### config.mk
export PLATFORM = sky130hd
export DESIGN_NAME = dmu_core
export DESIGN_NICKNAME = d
export VERILOG_FILES = /design/src/rtl/dmu_pkg.sv /design/src/rtl/dmu_decode.sv /design/src/rtl/dmu_nz.sv /design/src/rtl/dmu_store_port.sv /design/src/rtl/dmu_core.sv
export SDC_FILE = /design/constraint.sdc
export NUM_CORES = 1
export LEC_CHECK = 0
export CORE_ASPECT_RATIO = 1.25
export CORE_UTILIZATION = 35
export CTS_BUF_LIST = sky130_fd_sc_hd__clkbuf_4
export DETAILED_ROUTE_END_ITERATION = 8
export SLEW_MARGIN = 20
export SYNTH_ARGS = -nofsm -noshare
export SYNTH_HDL_FRONTEND = slang
export SYNTH_SLANG_ARGS = --single-unit
### constraint.sdc
create_clock -name clk -period 2.1 [get_ports clk]
set_input_delay 0.21 -clock clk [delete_from_list [all_inputs] [get_ports clk]]
set_output_delay 0.21 -clock clk [all_outputs]
set_load 0.01 [all_outputs]
### src/rtl/dmu_pkg.sv
package dmu_pkg;

  typedef enum logic [3:0] {
    OP_ZA   = 4'h0, OP_ZB   = 4'h1, OP_LA   = 4'h2, OP_LB   = 4'h3,
    OP_LW   = 4'h4, OP_SA   = 4'h5, OP_SB   = 4'h6, OP_SW   = 4'h7,
    OP_MAB  = 4'h8, OP_MBA  = 4'h9, OP_MAF  = 4'hA, OP_MFA  = 4'hB,
    OP_SWX  = 4'hC, OP_SWY  = 4'hD, OP_RES0 = 4'hE, OP_RES1 = 4'hF
  } dmu_op_e;

  localparam int FLG_C = 0;
  localparam int FLG_V = 1;
  localparam int FLG_Z = 2;
  localparam int FLG_N = 3;

  typedef enum logic [2:0] {
    A_KEEP, A_ZERO, A_OPLO, A_OPHI, A_FRB, A_FRF, A_XHI, A_YHI
  } a_src_e;

  typedef enum logic [2:0] {
    B_KEEP, B_ZERO, B_OPLO, B_FRA, B_XLO, B_YLO
  } b_src_e;

  typedef enum logic [2:0] {
    F_KEEP, F_CLR, F_NZ8, F_NZ16, F_FRA
  } flg_e;

  typedef enum logic [1:0] {BY_OPLO, BY_A, BY_B} byte_sel_e;
  typedef enum logic       {W_OP, W_D}         word_sel_e;
  typedef enum logic [1:0] {S_A, S_B, S_D}     st_sel_e;

  typedef struct packed {
    a_src_e    a_src;
    b_src_e    b_src;
    logic      x_we;
    logic      y_we;
    flg_e      flg;
    byte_sel_e byte_sel;
    word_sel_e word_sel;
    logic      st_en;
    st_sel_e   st_sel;
  } dmu_ctl_t;

endpackage

### src/rtl/dmu_decode.sv
module dmu_decode
  import dmu_pkg::*;
(
  input  logic       valid,
  input  logic [3:0] op,
  output dmu_ctl_t   ctl
);

  always_comb begin
    ctl = '0;
    if (valid) begin
      case (dmu_op_e'(op))
        OP_ZA: begin ctl.a_src = A_ZERO; ctl.flg = F_CLR; end
        OP_ZB: begin ctl.b_src = B_ZERO; ctl.flg = F_CLR; end
        OP_LA: begin
          ctl.a_src = A_OPLO; ctl.byte_sel = BY_OPLO; ctl.flg = F_NZ8;
        end
        OP_LB: begin
          ctl.b_src = B_OPLO; ctl.byte_sel = BY_OPLO; ctl.flg = F_NZ8;
        end
        OP_LW: begin
          ctl.a_src = A_OPHI; ctl.b_src = B_OPLO;
          ctl.word_sel = W_OP; ctl.flg = F_NZ16;
        end
        OP_SA: begin
          ctl.st_en = 1'b1; ctl.st_sel = S_A;
          ctl.byte_sel = BY_A; ctl.flg = F_NZ8;
        end
        OP_SB: begin
          ctl.st_en = 1'b1; ctl.st_sel = S_B;
          ctl.byte_sel = BY_B; ctl.flg = F_NZ8;
        end
        OP_SW: begin
          ctl.st_en = 1'b1; ctl.st_sel = S_D;
          ctl.word_sel = W_D; ctl.flg = F_NZ16;
        end
        OP_MAB: begin
          ctl.b_src = B_FRA; ctl.byte_sel = BY_A; ctl.flg = F_NZ8;
        end
        OP_MBA: begin
          ctl.a_src = A_FRB; ctl.byte_sel = BY_B; ctl.flg = F_NZ8;
        end
        OP_MAF: ctl.flg = F_FRA;
        OP_MFA: ctl.a_src = A_FRF;
        OP_SWX: begin
          ctl.a_src = A_XHI; ctl.b_src = B_XLO; ctl.x_we = 1'b1;
        end
        OP_SWY: begin
          ctl.a_src = A_YHI; ctl.b_src = B_YLO; ctl.y_we = 1'b1;
        end
        default: ctl = '0;
      endcase
    end
  end

endmodule

### src/rtl/dmu_nz.sv
module dmu_nz #(
  parameter int W = 8
) (
  input  logic [W-1:0] val,
  output logic         neg,
  output logic         zero
);

  assign neg  = val[W-1];
  assign zero = (val == '0);

endmodule

### src/rtl/dmu_store_port.sv
module dmu_store_port
  import dmu_pkg::*;
#(
  parameter int ACC_W = 8,
  localparam int WORD_W = 2 * ACC_W
) (
  input  logic              clk,
  input  logic              rst,
  input  logic              st_en,
  input  st_sel_e           st_sel,
  input  logic [ACC_W-1:0]  acc_a,
  input  logic [ACC_W-1:0]  acc_b,
  output logic              st_valid,
  output logic [WORD_W-1:0] st_data
);

  logic [WORD_W-1:0] data_nxt;

  always_comb begin
    case (st_sel)
      S_A:     data_nxt = {{ACC_W{1'b0}}, acc_a};
      S_B:     data_nxt = {{ACC_W{1'b0}}, acc_b};
      S_D:     data_nxt = {acc_a, acc_b};
      default: data_nxt = '0;
    endcase
  end

  always_ff @(posedge clk) begin
    if (rst) begin
      st_valid <= 1'b0;
      st_data  <= '0;
    end else begin
      st_valid <= st_en;
      if (st_en) st_data <= data_nxt;
    end
  end

endmodule

### src/rtl/dmu_core.sv
module dmu_core
  import dmu_pkg::*;
#(
  parameter int ACC_W = 8,
  localparam int WORD_W = 2 * ACC_W
) (
  input  logic              clk,
  input  logic              rst,
  input  logic              cmd_valid,
  input  logic [3:0]        cmd_op,
  input  logic [WORD_W-1:0] cmd_operand,
  output logic [ACC_W-1:0]  acc_a,
  output logic [ACC_W-1:0]  acc_b,
  output logic [WORD_W-1:0] idx_x,
  output logic [WORD_W-1:0] idx_y,
  output logic [ACC_W-1:0]  ccr,
  output logic              st_valid,
  output logic [WORD_W-1:0] st_data
);

  dmu_ctl_t          ctl;
  logic [ACC_W-1:0]  a_nxt, b_nxt, ccr_nxt, byte_val;
  logic [WORD_W-1:0] word_val;
  logic              byte_n, byte_z, word_n, word_z;

  dmu_decode u_dec (
    .valid (cmd_valid),
    .op    (cmd_op),
    .ctl   (ctl)
  );

  always_comb begin
    case (ctl.byte_sel)
      BY_A:    byte_val = acc_a;
      BY_B:    byte_val = acc_b;
      default: byte_val = cmd_operand[ACC_W-1:0];
    endcase
    word_val = (ctl.word_sel == W_D) ? {acc_a, acc_b} : cmd_operand;
  end

  dmu_nz #(.W(ACC_W)) u_nz_byte (
    .val (byte_val), .neg (byte_n), .zero (byte_z)
  );

  dmu_nz #(.W(WORD_W)) u_nz_word (
    .val (word_val), .neg (word_n), .zero (word_z)
  );

  always_comb begin
    case (ctl.a_src)
      A_ZERO:  a_nxt = '0;
      A_OPLO:  a_nxt = cmd_operand[ACC_W-1:0];
      A_OPHI:  a_nxt = cmd_operand[WORD_W-1:ACC_W];
      A_FRB:   a_nxt = acc_b;
      A_FRF:   a_nxt = ccr;
      A_XHI:   a_nxt = idx_x[WORD_W-1:ACC_W];
      A_YHI:   a_nxt = idx_y[WORD_W-1:ACC_W];
      default: a_nxt = acc_a;
    endcase
  end

  always_comb begin
    case (ctl.b_src)
      B_ZERO:  b_nxt = '0;
      B_OPLO:  b_nxt = cmd_operand[ACC_W-1:0];
      B_FRA:   b_nxt = acc_a;
      B_XLO:   b_nxt = idx_x[ACC_W-1:0];
      B_YLO:   b_nxt = idx_y[ACC_W-1:0];
      default: b_nxt = acc_b;
    endcase
  end

  always_comb begin
    ccr_nxt = ccr;
    case (ctl.flg)
      F_CLR: begin
        ccr_nxt[FLG_N] = 1'b0;
        ccr_nxt[FLG_Z] = 1'b1;
        ccr_nxt[FLG_V] = 1'b0;
        ccr_nxt[FLG_C] = 1'b0;
      end
      F_NZ8: begin
        ccr_nxt[FLG_N] = byte_n;
        ccr_nxt[FLG_Z] = byte_z;
        ccr_nxt[FLG_V] = 1'b0;
      end
      F_NZ16: begin
        ccr_nxt[FLG_N] = word_n;
        ccr_nxt[FLG_Z] = word_z;
        ccr_nxt[FLG_V] = 1'b0;
      end
      F_FRA:   ccr_nxt = acc_a;
      default: ccr_nxt = ccr;
    endcase
  end

  always_ff @(posedge clk) begin
    if (rst) begin
      acc_a <= '0;
      acc_b <= '0;
      idx_x <= '0;
      idx_y <= '0;
      ccr   <= '0;
    end else begin
      acc_a <= a_nxt;
      acc_b <= b_nxt;
      ccr   <= ccr_nxt;
      if (ctl.x_we) idx_x <= {acc_a, acc_b};
      if (ctl.y_we) idx_y <= {acc_a, acc_b};
    end
  end

  dmu_store_port #(.ACC_W(ACC_W)) u_st (
    .clk      (clk),
    .rst      (rst),
    .st_en    (ctl.st_en),
    .st_sel   (ctl.st_sel),
    .acc_a    (acc_a),
    .acc_b    (acc_b),
    .st_valid (st_valid),
    .st_data  (st_data)
  );


  clr_a_chk: assert property (@(posedge clk) disable iff (rst)
    (cmd_valid && cmd_op == OP_ZA) |=>
      (acc_a == '0 && ccr[FLG_Z] && !ccr[FLG_N] && !ccr[FLG_V] && !ccr[FLG_C]));


  swap_x_chk: assert property (@(posedge clk) disable iff (rst)
    (cmd_valid && cmd_op == OP_SWX) |=>
      (idx_x == $past({acc_a, acc_b}) && {acc_a, acc_b} == $past(idx_x) && $stable(ccr)));


  idle_chk: assert property (@(posedge clk) disable iff (rst)
    (!cmd_valid) |=>
      ($stable(acc_a) && $stable(acc_b) && $stable(idx_x) && $stable(idx_y)
       && $stable(ccr) && !st_valid));


  store_hold_chk: assert property (@(posedge clk) disable iff (rst)
    (cmd_valid && (cmd_op == OP_SA || cmd_op == OP_SB || cmd_op == OP_SW)) |=>
      (st_valid && $stable(acc_a) && $stable(acc_b) && $stable(idx_x) && $stable(idx_y)));


  carry_keep_chk: assert property (@(posedge clk) disable iff (rst)
    (cmd_valid && cmd_op != OP_ZA && cmd_op != OP_ZB && cmd_op != OP_MAF) |=>
      ($stable(ccr[FLG_C]) && $stable(ccr[ACC_W-1:4])));

endmodule

# [After elaboration in Yosys (flattened, before gate mapping)]
# Index checks and enable logic that the tools add are counted.
[op_classes] n_addsub=0 n_mul=0 n_div=0 n_lt_le_gt_ge=0 n_eq_ne=33 n_shift=0 muxes=16 bitwise_logic=0 reduce_logical=14
[ops] cell="$pmux W8 S7" n=1
[ops] cell="$pmux W16 S3" n=1
[ops] cell="$pmux W8 S5" n=1
[ops] cell="$eq A4 B4 Y1 const B" n=6
[ops] cell="$pmux W3 S4" n=2
[ops] cell="$eq A3 B3 Y1 const B" n=7
[ops] cell="$pmux W3 S7" n=1
[ops] cell="$eq A3 B2 Y1 const B" n=6
[ops] cell="$mux W17" n=1
[ops] cell="$eq A4 B3 Y1 const B" n=4
[ops] cell="$logic_not A16 Y1" n=1
[ops] cell="$mux W16" n=1
[ops] cell="$pmux W8 S2" n=1
[ops] cell="$pmux W3 S5" n=1
[ops] cell="$reduce_or A2 Y1" n=5
[ops] cell="$eq A3 B1 Y1 const B" n=3
[ops] cell="$pmux W3 S3" n=1
[ops] cell="$eq A4 B2 Y1 const B" n=2
[ops] cell="$logic_not A8 Y1" n=1
[ops] cell="$reduce_bool A7 Y1" n=1
[ops] cell="$reduce_or A6 Y1" n=1
[ops] cell="$reduce_bool A5 Y1" n=1
[ops] cell="$eq A2 B1 Y1 const B" n=2
[ops] cell="$eq A2 B2 Y1 const B" n=2
[ops] cell="8 further kinds" n=10
[totals] reg_bits=73 latchBits=0 ram_bits=0 mem_bits_ro=0 inputBits=23 out_inout_bits=73 wordCells=72 mem_count=0

# [Depth between registers and ports, before layout]
# Gate-level depths: netlist of run 1.
[logic_depth] word_depth=8 depth_mapped=11 depth_no_buf=10

# [Cells and area by module]
# Synthesis of run 1 repeated with hierarchy kept, for this count alone.
[unflattened] hier_cells=480 hier_area_um2=4286.6
[modules_own_cells] module="dmu_core" n_inst=1 cells_per_inst=333 area_each_um2=3085.5 seq_area_each_um2=1121.1
[modules_own_cells] module="dmu_store_port" n_inst=1 cells_per_inst=86 area_each_um2=810.8 seq_area_each_um2=340.3
[modules_own_cells] module="dmu_decode" n_inst=1 cells_per_inst=51 area_each_um2=322.8 seq_area_each_um2=0.0
[modules_own_cells] module="dmu_nz (u_nz_word)" n_inst=1 cells_per_inst=6 area_each_um2=41.3 seq_area_each_um2=0.0
[modules_own_cells] module="dmu_nz (u_nz_byte)" n_inst=1 cells_per_inst=4 area_each_um2=26.3 seq_area_each_um2=0.0

# [Least setup slack after synthesis of run 1]
# Ideal clock, no wire load.
[synth_path] path_kind="in2reg" start="input port cmd_op[0]" end="register ccr[2]" t_arrival_ns=1.698 path_slack_ns=0.311 cell_stages=9 path_buffers=3 path_cell_list="buf_2 > buf_2 > buf_2 > a21oi_1 > nor2_1 > ha_1 > o21ai_1 > o2111ai_1 > a311oi_1"
[synth_between] elab_chain_cells=8 elab_cells_between_ends=32 classes_between="16 x eq/ne; 7 x mux; 9 x reduce/logical"
[synth_lines] element="start: declaration" line="dmu_core.sv:10" source="input logic [3:0] cmd_op,"
[synth_lines] element="$eq A4 B3 Y1 or $eq A4 B4 Y1 (tied branches)" line="dmu_decode.sv:12" source="case (dmu_op_e'(op))"
[synth_lines] element="$reduce_or A2 Y1 (no line)"
[synth_lines] element="$pmux W2 S2" line="dmu_decode.sv:12"
[synth_lines] element="$mux W17 (*)" line="dmu_decode.sv:11" source="if (valid) begin"
[synth_lines] element="$eq A2 B2 Y1 or $eq A2 B1 Y1 (tied branches)" line="dmu_core.sv:33" source="case (ctl.byte_sel)"
[synth_lines] element="$pmux W8 S2" line="dmu_core.sv:33"
[synth_lines] element="$logic_not A8 Y1" line="dmu_nz.sv:10" source="assign zero = (val == '0);"
[synth_lines] element="$pmux W3 S4" line="dmu_core.sv:75" source="case (ctl.flg)"
[synth_lines] element="end signal: assignment" line="dmu_core.sv:107" source="ccr <= ccr_nxt;"
[synth_lines] element="end: declaration" line="dmu_core.sv:16" source="output logic [ACC_W-1:0] ccr,"
# Every way passes the cells marked *; elsewhere a longest branch is shown, timed or not.
# A chain may end at the register's enable or synchronous reset.

# [Worst setup path in the final report of run 1]
[layout_path] start="register acc_a[2]" end="output port acc_a[2]"
[layout_rtl] element="start: declaration" line="dmu_core.sv:12" source="output logic [ACC_W-1:0] acc_a,"
[layout_rtl] element="start signal: assignment" line="dmu_core.sv:105" source="acc_a <= a_nxt;"
# No word-level cell between the ends.

==> out/metrics.yaml, run 1 <==
timing:
  max_slew_margin_pct: 52.92
  fin_tns_setup_ns: 0
  setup_viol: 0
  maxSlewViolCount: 0
  timing.final.ws_setup_ns: 0.1493
  worst_clock_skew_ns: 0.01706
  hold_ws_ns: 0.2398
  fin_crit_ns: 1.951
  worst_slew_pin_slew_ns: 0.7003
  rsz0062_at_grt: "false"
  min_period_over_period_pct: 92.89
  timing.fmax_ghz: 0.5126
  finalHoldViolations: 0
logic_synthesis:
  synth_fp_nets: 428
  ys_seq_area_share_pct: 41.80
  async_flop_share_pct: 0
  ys_ff_latch: 73
  yosys_warnings: 0
  synth_ff_type: "dfxtp_1"
  synth_area_sq_um: 3496
  synth-edff-count: 0
  netlist_instances: 403
  yosysUniqueCellTypes: 42
  syn_avg_cell_area_sq_um: 8.675
floorplan:
  fp.dieH_microns: 113.7
  core-area_sq_um: 9659
  die_w_microns: 91.39
  top_level_ports: 96
  initial_core_util_pct: 36.19
  rows: 40
  die_area_sq_um: 10390
global_routing:
  grt_max_degree: 74
  grt_pass1_wl_microns: 18860
  antenna_found_initial: 1
  grt_pass1_vias: 3391
  track_usage_pct: 23.71
  grtUsageMet2_pct: 40.25
  use_met1_pct: 30.02
  use_met3_pct: 4.133
  grt-ovfl-total: 0
  grt_busiest_layer: "met2"
finish:
  final_area_sq_um: 4843
  drive_above_1_share_pct: 13.95
  final_nets: 529
  post-route-util_pct: 50.14
  final_common_cell: "clkdlybuf4s50_1"
  areaGrowthSynthToFinish_pct: 38.55
  final_cell_mix: "clkdlybuf4s50_1 (93), dfxtp_1 (73), nor2_1 (55)"
  instances_no_fill: 636
power:
  p_leak_nw: 1.668
  switchingPower_uw: 734.4
  pwr-share-clk_pct: 36.2
  seqPwrFrac_pct: 51.4
  finalPower_mw: 2.787
  p_int_mw: 2.052
  p_per_area_nw_per_um2: 575.4
  combPwrFrac_pct: 12.4
  netSwitchingFraction_pct: 26.35
  ir_drop_v: 0.0004841
route:
  drt-pass1-iter-count: 5
  routed_wl_microns: 11960
  initialDrtViolationCount: 404
  drc: 0
  wl_per_cell_microns: 18.81
  ant_nets: 0
  vias_per_cell: 5.687
  via_count: 3617
setup_path:
  path_class: "reg2out"
  slowest_stage: "dfxtp_1"
  crit_chain: "clkdlybuf4s50_1"
  max_stage_delay_ns: 0.67
  critPathCapture: "acc_a[2]"
  critical_path.top_delay_family: "flip-flops"
  arrival_ns: 1.74
  crit_path_start_kind: "flop"
  cp.depth: 1
  critPathMaxFanout: 9
  cp-startpoint: "acc_a[2]"
  end_kind: "primary output"
  crit_buf_inv: 1
  r2r_slack_ns: 0.63
  crit_required_ns: 1.89
  r2r_start: "acc_a[2]"
  rr_endpoint: "ccr[2]"
  rr_worst_depth: 5
place:
  gp_congestion: 0.9261
  pre_cts_slack_ns: -0.02125
  placed_cell_area_sq_um: 4683
  dp_hpwl_microns: 8501
  portBuffers: 95
  dp_cells: 619
clock_tree:
  cts_root_buffer: "clkbuf_4"
  postCtsSetupBuffers: 0
  clkLatencyLatePin_ns: 0.44
  cts_tree: "built"
  hold_buffers: 0
  cts_num_sinks: 73
  htree_levels: 3
  ctsResizeCount: 0
  cts_buffer_depth: 2
  cts_buffers: 9
  cts.clk_slew.worst_paths_ns: 0.13
run:
  maxCapViolCount: 0
worst_hold_path:
  hp-class: "in2reg"
run_status:
  status: "finished, final reports clean"
## routing by layer
layer / part of all wire, % / up-vias
met5: 0 / -
met4: 2.0 / 0
met3: 6.5 / 18
met2: 50 / 151
met1: 41 / 1742
li1: - / 1706
## cells in the mapped netlist, drive strengths merged (7+ instances only)
library cell / instances / area [sq um]
buf: 21 / 132.6
mux2i: 16 / 160.2
a222oi: 24 / 240.2
clkbuf: 14 / 53.80
nand2: 31 / 116.4
o22ai: 9 / 56.30
nor4: 7 / 50.05
a22oi: 10 / 75.07
nor2: 58 / 225.2
o21ai: 18 / 90.08
a2bb2oi: 9 / 78.83
dfxtp: 73 / 1461
mux2: 16 / 180.2
a21oi: 44 / 220.2
nand3: 17 / 85.08
## worst min path at each step
stage	start	to	cells past startpoint
after floorplan	cmd_operand[8]	acc_a[0]	2
after global placement	idx_y[7]	idx_y[7]	2
after detailed placement	idx_y[0]	idx_y[0]	2
after CTS	rst	idx_x[11]	3
after global routing	rst	idx_y[9]	3
final	rst	idx_x[6]	3
## area by class of cell
class | instances | area [sq um]
diodes | 1 | 2.502
flip-flops and latches | 73 | 1461
repair buffers | 125 | 1216
clock buffers | 10 | 75.07
multi-input cells | 289 | 1826
fillers | 926 | 4816
inverters | 6 | 22.52
clock inverters | 6 | 82.58
well taps | 126 | 157.7
## cell families (layout without fill, tap and decap cells)
group	count (synthesis)	after routing	synth area share (%)
AND/OR/NAND/NOR	132	132	17.79
multiplexers	32	32	9.735
flip-flops	73	73	41.80
adder cells (fa/ha/maj)	3	3	1.002
XOR/XNOR	1	1	0.2506
AO/OA/AOI/OAI	121	121	23.44
buffers and inverters	41	147	5.977
other	0	1	0
## power groups by stage
stage	registers (mW)	clock network [mW]	logic, mW
6_report	1.43	1.01	0.345
5_1_grt	1.43	1.09	0.373
4_1_cts	1.43	1.02	0.345
3_5_place_dp	1.46	0	0.344
3_3_place_gp	1.46	0	0.343
2_1_floorplan	1.45	0	0.181
## registers in the layout, summed over array words and instances, names as in the netlist
signal	cells
acc_a	8
acc_b	8
ccr	8
idx_x	16
idx_y	16
u_st.st_data	16
u_st.st_valid	1
(Power assumes the default switching activity.)
==> run 2, diff against run 1 <==
- ABC_CLOCK_PERIOD_IN_PS: not set -> 2100
==> results of run 2 <==
Same layout as run 1: the final DEF is identical, and so are final timing and power.
==> run 3, diff against run 2 <==
- CAP_MARGIN: not set -> 30
- CTS_BUF_LIST: sky130_fd_sc_hd__clkbuf_4 -> sky130_fd_sc_hd__clkbuf_2
- TNS_END_PERCENT: not set -> 50
==> out/metrics.yaml, run 3 (synthesis gave the netlist of run 1 again) <==
floorplan:
  fp.dieH_microns: 113.7
  rows: 40
  die_area_sq_um: 10390
  initial_core_util_pct: 36.19
  top_level_ports: 96
  core-area_sq_um: 9659
  die_w_microns: 91.39
timing:
  maxSlewViolCount: 0
  worst_clock_skew_ns: 0.03063
  setup_viol: 0
  timing.fmax_ghz: 0.4913
  timing.final.ws_setup_ns: 0.06465
  fin_crit_ns: 2.035
  max_slew_margin_pct: 51.49
  finalHoldViolations: 0
  hold_ws_ns: 0.1189
  worst_slew_pin_slew_ns: 0.7216
  min_period_over_period_pct: 96.92
  fin_tns_setup_ns: 0
  rsz0062_at_grt: "false"
setup_path:
  rr_worst_depth: 5
  crit_chain: "clkdlybuf4s50_1"
  max_stage_delay_ns: 0.65
  cp.depth: 1
  slowest_stage: "dfxtp_1"
  crit_path_start_kind: "flop"
  critical_path.top_delay_family: "flip-flops"
  arrival_ns: 1.83
  end_kind: "primary output"
  critPathMaxFanout: 9
  path_class: "reg2out"
  crit_required_ns: 1.89
  crit_buf_inv: 1
global_routing:
  grt_pass1_wl_microns: 18840
  antenna_found_initial: 1
  track_usage_pct: 23.63
  grt_max_degree: 74
  grt-ovfl-total: 0
  grt_pass1_vias: 3394
power:
  p_per_area_nw_per_um2: 558.7
  p_leak_nw: 1.666
  ir_drop_v: 0.0003814
  finalPower_mw: 2.695
clock_tree:
  cts_buffers: 9
  htree_levels: 3
  cts_num_sinks: 73
  cts_root_buffer: "clkbuf_2"
  cts.clk_slew.worst_paths_ns: 0.22
  clkLatencyLatePin_ns: 0.55
  cts_buffer_depth: 2
  postCtsSetupBuffers: 0
  cts_tree: "built"
finish:
  areaGrowthSynthToFinish_pct: 37.97
  final_common_cell: "clkdlybuf4s50_1"
  fill_cells: 924
  reg.largest.list: "idx_x (16), idx_y (16), u_st.st_data (16)"
  final_nets: 529
  final_cell_mix: "clkdlybuf4s50_1 (93), dfxtp_1 (69), nor2_1 (55)"
  instances_no_fill: 636
  drive_above_1_share_pct: 14.73
route:
  top_layer: "met4"
  wl_met3_microns: 740
  via_count: 3644
  ant_nets: 0
  met2WireLength_microns: 5955
  met1_length_microns: 5124
  vias_per_cell: 5.730
  wl_per_cell_microns: 18.87
  drt-pass1-iter-count: 6
  initialDrtViolationCount: 384
  routed_wl_microns: 12000
  drc: 0
run_status:
  status: "finished, final reports clean"
place:
  dp_cells: 619
  portBuffers: 95
  dp_hpwl_microns: 8501
  pre_cts_slack_ns: -0.02125
  gp_congestion: 0.9261
worst_hold_path:
  whs_path_depth: 3
  hp-class: "in2reg"
run:
  maxCapViolCount: 0
run 3: cell types whose count changed in the layout (fill, tap and decap cells not counted):
| cell | change |
|---|---|
| clkbuf_2 | +10 |
| dfxtp_1 | -4 |
| dfxtp_2 | +4 |
| clkbuf_4 | -10 |
run 3: repair_timing:
action | in CTS | in global routing
hold buffers | 0 | 0
endpoints found under the setup margin | 1 | 3
pin swaps | 0 | 0
gates cloned | 0 | 0
gates resized for setup | 1 | 3
run 3: through the flow:
step                      cell area [sq um]  utilization, %
final                                  4823           49.94
after global routing                   4823           49.94
after CTS                              4817           49.87
after detailed placement               4683           48.48
after global placement                 4683           48.48
after floorplan                        3496               -
run 3: routing by layer:
metal | up-vias | global-route usage (%)
li1 | 1705 | -
met1 | 1760 | 30.35
met2 | 163 | 40.10
met3 | 16 | 3.533
met4 | 0 | 8.677
met5 | - | 0
run 3: cell type report:
cell class	instances	area, sq um	area share [%]
Antenna cell	1	2.502	0.05188
Clock buffer	10	50.05	1.038
Clock inverter	6	82.58	1.712
Inverter	6	22.52	0.4669
Multi-Input combinational cell	289	1826	37.85
Sequential cell	73	1466	30.40
Tap cell	126	157.7	3.268
Timing Repair Buffer	125	1216	25.21
run 3: where the power goes:
part / switching [mW] / internal [mW]
Clock: 0.519 / 0.393
Combinational: 0.186 / 0.160
Sequential: 0.0311 / 1.41
Total: 0.736 / 1.96
run 3: final timing paths:
path	startpoint	end	slack, ns
setup / recovery	acc_a[1]	acc_a[1]	0.06
hold / removal	rst	idx_x[0]	0.12
setup reg to reg	acc_a[1]	ccr[2]	0.64
hold reg to reg	idx_y[4]	idx_y[4]	0.49
